**src/rtl/lwc_pkg.sv**
```systemverilog
`timescale 1ns/1ps
package lwc_pkg;

  typedef enum logic [1:0] {
    PH_IDLE = 2'd0,
    PH_RUN  = 2'd1,
    PH_FIN  = 2'd2
  } phase_t;

  function automatic logic [3:0] sub4(input logic [3:0] x);
    logic [3:0] y;
    case (x)
      4'h0: y = 4'hC;
      4'h1: y = 4'h5;
      4'h2: y = 4'h6;
      4'h3: y = 4'hB;
      4'h4: y = 4'h9;
      4'h5: y = 4'h0;
      4'h6: y = 4'hA;
      4'h7: y = 4'hD;
      4'h8: y = 4'h3;
      4'h9: y = 4'hE;
      4'hA: y = 4'hF;
      4'hB: y = 4'h8;
      4'hC: y = 4'h4;
      4'hD: y = 4'h7;
      4'hE: y = 4'h1;
      default: y = 4'h2;
    endcase
    return y;
  endfunction

endpackage

```
**src/rtl/lwc_round.sv**
```systemverilog
`timescale 1ns/1ps
module lwc_round #(
  parameter int BLOCK_W = 64
) (
  input  logic [BLOCK_W-1:0] st_in,
  input  logic [BLOCK_W-1:0] rkey,
  output logic [BLOCK_W-1:0] st_out
);
  import lwc_pkg::*;

  localparam int NIB    = BLOCK_W / 4;
  localparam int STRIDE = BLOCK_W / 4;
  localparam int MODV   = BLOCK_W - 1;

  logic [BLOCK_W-1:0] mixed;
  logic [BLOCK_W-1:0] subd;

  assign mixed = st_in ^ rkey;

  // nibble substitution, one box per nibble
  for (genvar j = 0; j < NIB; j++) begin : g_sub
    assign subd[4*j +: 4] = sub4(mixed[4*j +: 4]);
  end

  // bit scatter: bit i goes to (STRIDE*i) mod (BLOCK_W-1); top bit stays
  for (genvar i = 0; i < BLOCK_W - 1; i++) begin : g_perm
    assign st_out[(i * STRIDE) % MODV] = subd[i];
  end
  assign st_out[BLOCK_W-1] = subd[BLOCK_W-1];

endmodule

```
**src/rtl/lwc_keysched.sv**
```systemverilog
`timescale 1ns/1ps
module lwc_keysched #(
  parameter int KEY_W   = 80,
  parameter int ROT     = 61,
  parameter int CNT_W   = 5,
  parameter int CNT_LSB = 15
) (
  input  logic [KEY_W-1:0] kin,
  input  logic [CNT_W-1:0] rnd,
  output logic [KEY_W-1:0] kout
);
  import lwc_pkg::*;

  localparam int SPLIT = KEY_W - ROT;

  logic [KEY_W-1:0] rot;
  logic [KEY_W-1:0] boxed;

  // left rotation by ROT
  assign rot = {kin[SPLIT-1:0], kin[KEY_W-1:SPLIT]};

  always_comb begin
    boxed = rot;
    boxed[KEY_W-1 -: 4] = sub4(rot[KEY_W-1 -: 4]);
  end

  always_comb begin
    kout = boxed;
    kout[CNT_LSB +: CNT_W] = boxed[CNT_LSB +: CNT_W] ^ rnd;
  end

endmodule

```
**src/rtl/lwc_ctrl.sv**
```systemverilog
`timescale 1ns/1ps
module lwc_ctrl #(
  parameter int ROUNDS = 31,
  parameter int CNT_W  = 5
) (
  input  logic             clk,
  input  logic             rst,
  input  logic             start,
  output lwc_pkg::phase_t  phase,
  output logic [CNT_W-1:0] rnd,
  output logic             load,
  output logic             step,
  output logic             fin
);
  import lwc_pkg::*;

  localparam logic [CNT_W-1:0] LAST = CNT_W'(ROUNDS);

  always_ff @(posedge clk) begin
    if (rst) begin
      phase <= PH_IDLE;
      rnd   <= '0;
    end else begin
      case (phase)
        PH_IDLE: if (start) begin
          phase <= PH_RUN;
          rnd   <= CNT_W'(1);
        end
        PH_RUN: begin
          rnd <= rnd + CNT_W'(1);
          if (rnd == LAST) phase <= PH_FIN;
        end
        default: phase <= PH_IDLE;
      endcase
    end
  end

  assign load = (phase == PH_IDLE) && start;
  assign step = (phase == PH_RUN);
  assign fin  = (phase == PH_FIN);

endmodule

```
**src/rtl/lwc_enc80.sv**
```systemverilog
`timescale 1ns/1ps
module lwc_enc80 #(
  parameter int BLOCK_W = 64,
  parameter int KEY_W   = 80,
  parameter int ROUNDS  = 31,
  parameter int ROT     = 61,
  parameter int CNT_LSB = 15
) (
  input  logic               clk,
  input  logic               rst,
  input  logic               start,
  input  logic [BLOCK_W-1:0] pt,
  input  logic [KEY_W-1:0]   key,
  output logic [BLOCK_W-1:0] ct,
  output logic               done
);
  import lwc_pkg::*;

  localparam int CNT_W = $clog2(ROUNDS + 1);

  phase_t             phase;
  logic [CNT_W-1:0]   rnd;
  logic               load, step, fin;
  logic [BLOCK_W-1:0] st_q, st_d;
  logic [KEY_W-1:0]   kr_q, kr_d;
  logic [BLOCK_W-1:0] rkey;

  assign rkey = kr_q[KEY_W-1 -: BLOCK_W];

  lwc_ctrl #(.ROUNDS(ROUNDS), .CNT_W(CNT_W)) u_ctrl (
    .clk(clk), .rst(rst), .start(start),
    .phase(phase), .rnd(rnd), .load(load), .step(step), .fin(fin)
  );

  lwc_round #(.BLOCK_W(BLOCK_W)) u_round (
    .st_in(st_q), .rkey(rkey), .st_out(st_d)
  );

  lwc_keysched #(.KEY_W(KEY_W), .ROT(ROT), .CNT_W(CNT_W), .CNT_LSB(CNT_LSB)) u_ks (
    .kin(kr_q), .rnd(rnd), .kout(kr_d)
  );

  always_ff @(posedge clk) begin
    if (rst) begin
      st_q <= '0;
      kr_q <= '0;
      ct   <= '0;
      done <= 1'b0;
    end else begin
      done <= fin;
      if (load) begin
        st_q <= pt;
        kr_q <= key;
      end else if (step) begin
        st_q <= st_d;
        kr_q <= kr_d;
      end
      if (fin) ct <= st_q ^ rkey;
    end
  end

endmodule

```
**config.mk**
```make
export PLATFORM = sky130hd
export DESIGN_NAME = lwc_enc80
export DESIGN_NICKNAME = d
export VERILOG_FILES = /design/src/rtl/lwc_pkg.sv /design/src/rtl/lwc_round.sv /design/src/rtl/lwc_keysched.sv /design/src/rtl/lwc_ctrl.sv /design/src/rtl/lwc_enc80.sv
export SDC_FILE = /design/constraint.sdc
export NUM_CORES = 1
export LEC_CHECK = 0
export BUFFER_PORTS_ARGS = -buffer_cell sky130_fd_sc_hd__buf_2
export CELL_PAD_IN_SITES_DETAIL_PLACEMENT = 1
export CELL_PAD_IN_SITES_GLOBAL_PLACEMENT = 1
export CORE_MARGIN = 1
export CORE_UTILIZATION = 45
export CTS_BUF_LIST = sky130_fd_sc_hd__clkbuf_8
export DETAILED_ROUTE_END_ITERATION = 6
export HOLD_SLACK_MARGIN = 0.02
export PLACE_DENSITY_LB_ADDON = 0.05
export SLEW_MARGIN = 20
export SYNTH_ARGS = -nofsm -noshare
export SYNTH_HDL_FRONTEND = slang
export SYNTH_HIERARCHICAL = 1
export SYNTH_SLANG_ARGS = --single-unit
```
**constraint.sdc**
```tcl
create_clock -name clk -period 2.62 [get_ports clk]
set_clock_uncertainty 0.05 [all_clocks]
set_input_delay 0.131 -clock clk [delete_from_list [all_inputs] [get_ports clk]]
set_output_delay 0.131 -clock clk [all_outputs]
set_load 0.02 [all_outputs]
```
==> impl_metrics.ini <==
[detailed_routing]
drt_iter0_markers = 663
routed_wirelength_um = 46000
ant_nets = 0
drc = 0
vias = 11191
wl_per_cell_um = 22.2
vias_per_cell = 5.41
dr.pass1.iters = 5

[clock_network]
cts_num_sinks = 216
clock_latency_ns = 0.54
cts_buffers = 40
cts_resized = 0
post-cts-setup-buffers = 0
clock_path_buffers = 3
cts_tree = done
ctsHoldBuffers = 143
cts_root_buf = clkbuf_8
clk_pin_slew_ns = 0.06
cts_max_level = 2

[yosys]
yosys_register_bits = 216
synth_nets = 1576
synth_cell_types = 42
syn_area_per_cell_um2 = 9.86
syn-cell-area_um2 = 13500
synth_edf_count = 0
yosys_warnings = 6
synth_top_area_share_pct = 31.9
synth_ff_type = dfxtp_1
synthArstFlopShare_pct = 0
synthCells = 1374
synthTopCellsByArea = dfxtp_1, mux2i_1, a211oi_1, nor2b_1, xnor2_1
ys_seq_area_share_pct = 31.9
yosysTopAreaCell = dfxtp_1

[global_route]
antenna_found_initial = 1
grt_max_degree = 75
grt_pass1_vias = 11820
grt_overflow = 0
grt_pass1_wl_um = 69500
grtUsageTotal_pct = 29.8

[sta]
drv_slew = 0
period_share_pct = 90.8
max_freq_ghz = 0.421
rsz0062_at_grt = no
hold_violations = 1
max_slew_margin_pct = 53.0
tightest_slew_ns = 0.701
setup_viol = 0
min_period_ns = 2.38
fin_hold_ws_ns = -0.00426
fin_tns_setup_ns = 0

[setup_path]
cp.arrival_ns = 2.78
slowest_delay_ns = 0.53
crit_path_start_kind = flip-flop
cp_max_fo = 9
path_class = reg -> reg
crit_path_top_delay_cell = dfxtp_1
crit_path_end_kind = flip-flop
crit_chain = xnor2_1 -> inv_1 -> ha_1 -> and3_1 -> a311oi_1 -> mux2i_1 -> a211oi_1
crit_required_ns = 3.03

[final_layout]
seqCellArea_um2 = 4320
multi_input_area_um2 = 8000
layout_common_cells = dfxtp_1, buf_2, a211oi_1
areaGrowthSynthToFinish_pct = 23.6
final_layout_size_suffix_gt1_share_pct = 21.7
final_common_cell = dfxtp_1
nets = 1859
final_cell_area_um2 = 16700
fillers = 3391
fin_util_pct = 56.5

[power]
peakVddDrop_mv = 0.353
p_per_area_nw_per_um2 = 648
p_leak_nw = 6.92
p_total_w = 0.0109

[min_path]
hp-class = in -> reg

[die]
start_util_pct = 45.7
ioPinCount = 212
core_region_area_um2 = 29600
rows = 63
die-width_um = 176
die-height_um = 176
fp.dieArea_um2 = 30800

[placed_design]
place_area_um2 = 14600
gp_congestion = 0.896
portBuffers = 211
dp_hpwl_um = 32400

[status]
violations = hold timing
outcome = finished with violations

[flow_run]
max-cap-violations = 0
## state kept, by name, summed over array words and instances, names as in the netlist
| name | cells |
|---|---|
| u_ctrl/rnd | 5 |
| ct | 64 |
| st_q | 64 |
| u_ctrl/phase | 2 |
| kr_q | 80 |
| done | 1 |
## area by class of cell
| type | instances | share of cell area, % |
|---|---|---|
| diodes | 1 | 0.0150 |
| clock buffers | 48 | 3.95 |
| clock inverters | 16 | 0.389 |
| inverters | 66 | 1.50 |
| multi-input cells | 934 | 47.8 |
| flip-flops and latches | 216 | 25.8 |
| well taps | 390 | 2.92 |
| repair buffers | 399 | 17.6 |
## worst max-delay path, delay by kind of cell (launching register included)
family | cells | cell delay [ns]
xor gates and xnor gates | 1 | 0.22
muxes | 1 | 0.15
and+or+nand+nor | 1 | 0.16
buffers and inverters | 1 | 0.15
DFF | 1 | 0.53
adders and majority gates | 1 | 0.33
AOI/OAI and AO/OA | 2 | 0.70
## cell usage after synthesis (11+ instances only)
master and count:
dfxtp_1 216, nor2_1 71, o221a_2 12, a211oi_1 209, inv_1 65, nand3_1 12, o211ai_1 12, ha_1 55
mux2i_1 186, mux4_1 11, buf_2 15, nor2b_1 148, xnor2_1 105, buf_4 81, xor2_1 27, o21ai_0 14
xor2_2 15, clkbuf_1 47
## where the power goes
part	internal, W	leakage [nW]	switching (W)
logic	0.00181	4.72	0.00201
registers	0.00355	1.78	0.000408
clock network	0.00164	0.425	0.00144
## path summary, 6_finish.rpt
path         startpoint        to  slack [ns]  cells after the start
max            kr_q[17]  st_q[48]        0.24                      7
max reg2reg    kr_q[17]  st_q[48]        0.24                      7
min             key[72]  kr_q[72]      -0.004                      3
min reg2reg      ct[50]    ct[50]        0.43                      2
## per-layer routing
layer	up-vias	track usage, %	share of wire, %
li1	5365	-	-
met1	5493	40.8	47
met2	273	48.9	47
met3	60	4.09	4.1
met4	0	8.04	2.2
met5	-	0	0
## cells by family after synthesis
family / after synthesis / share of synthesized area [%]
AOI/OAI and AO/OA: 262 / 14.6
xor gates and xnor gates: 153 / 11.1
adders and majority gates: 55 / 5.08
buffers and inverters: 224 / 9.09
DFF: 216 / 31.9
muxes: 213 / 18.0
and+or+nand+nor: 251 / 10.3
## per-stage QoR
step,hold WS (ns),setup WS [ns],instances
4_1_cts,0.0333,0.186,2069
6_report,-0.00426,0.242,2070
3_3_place_gp,0.390,0.250,1862
2_1_floorplan,0.272,0.740,1374
5_1_grt,0.0213,0.0632,2070
3_5_place_dp,0.394,0.218,1862
Power figures use the tool's default switching activity.
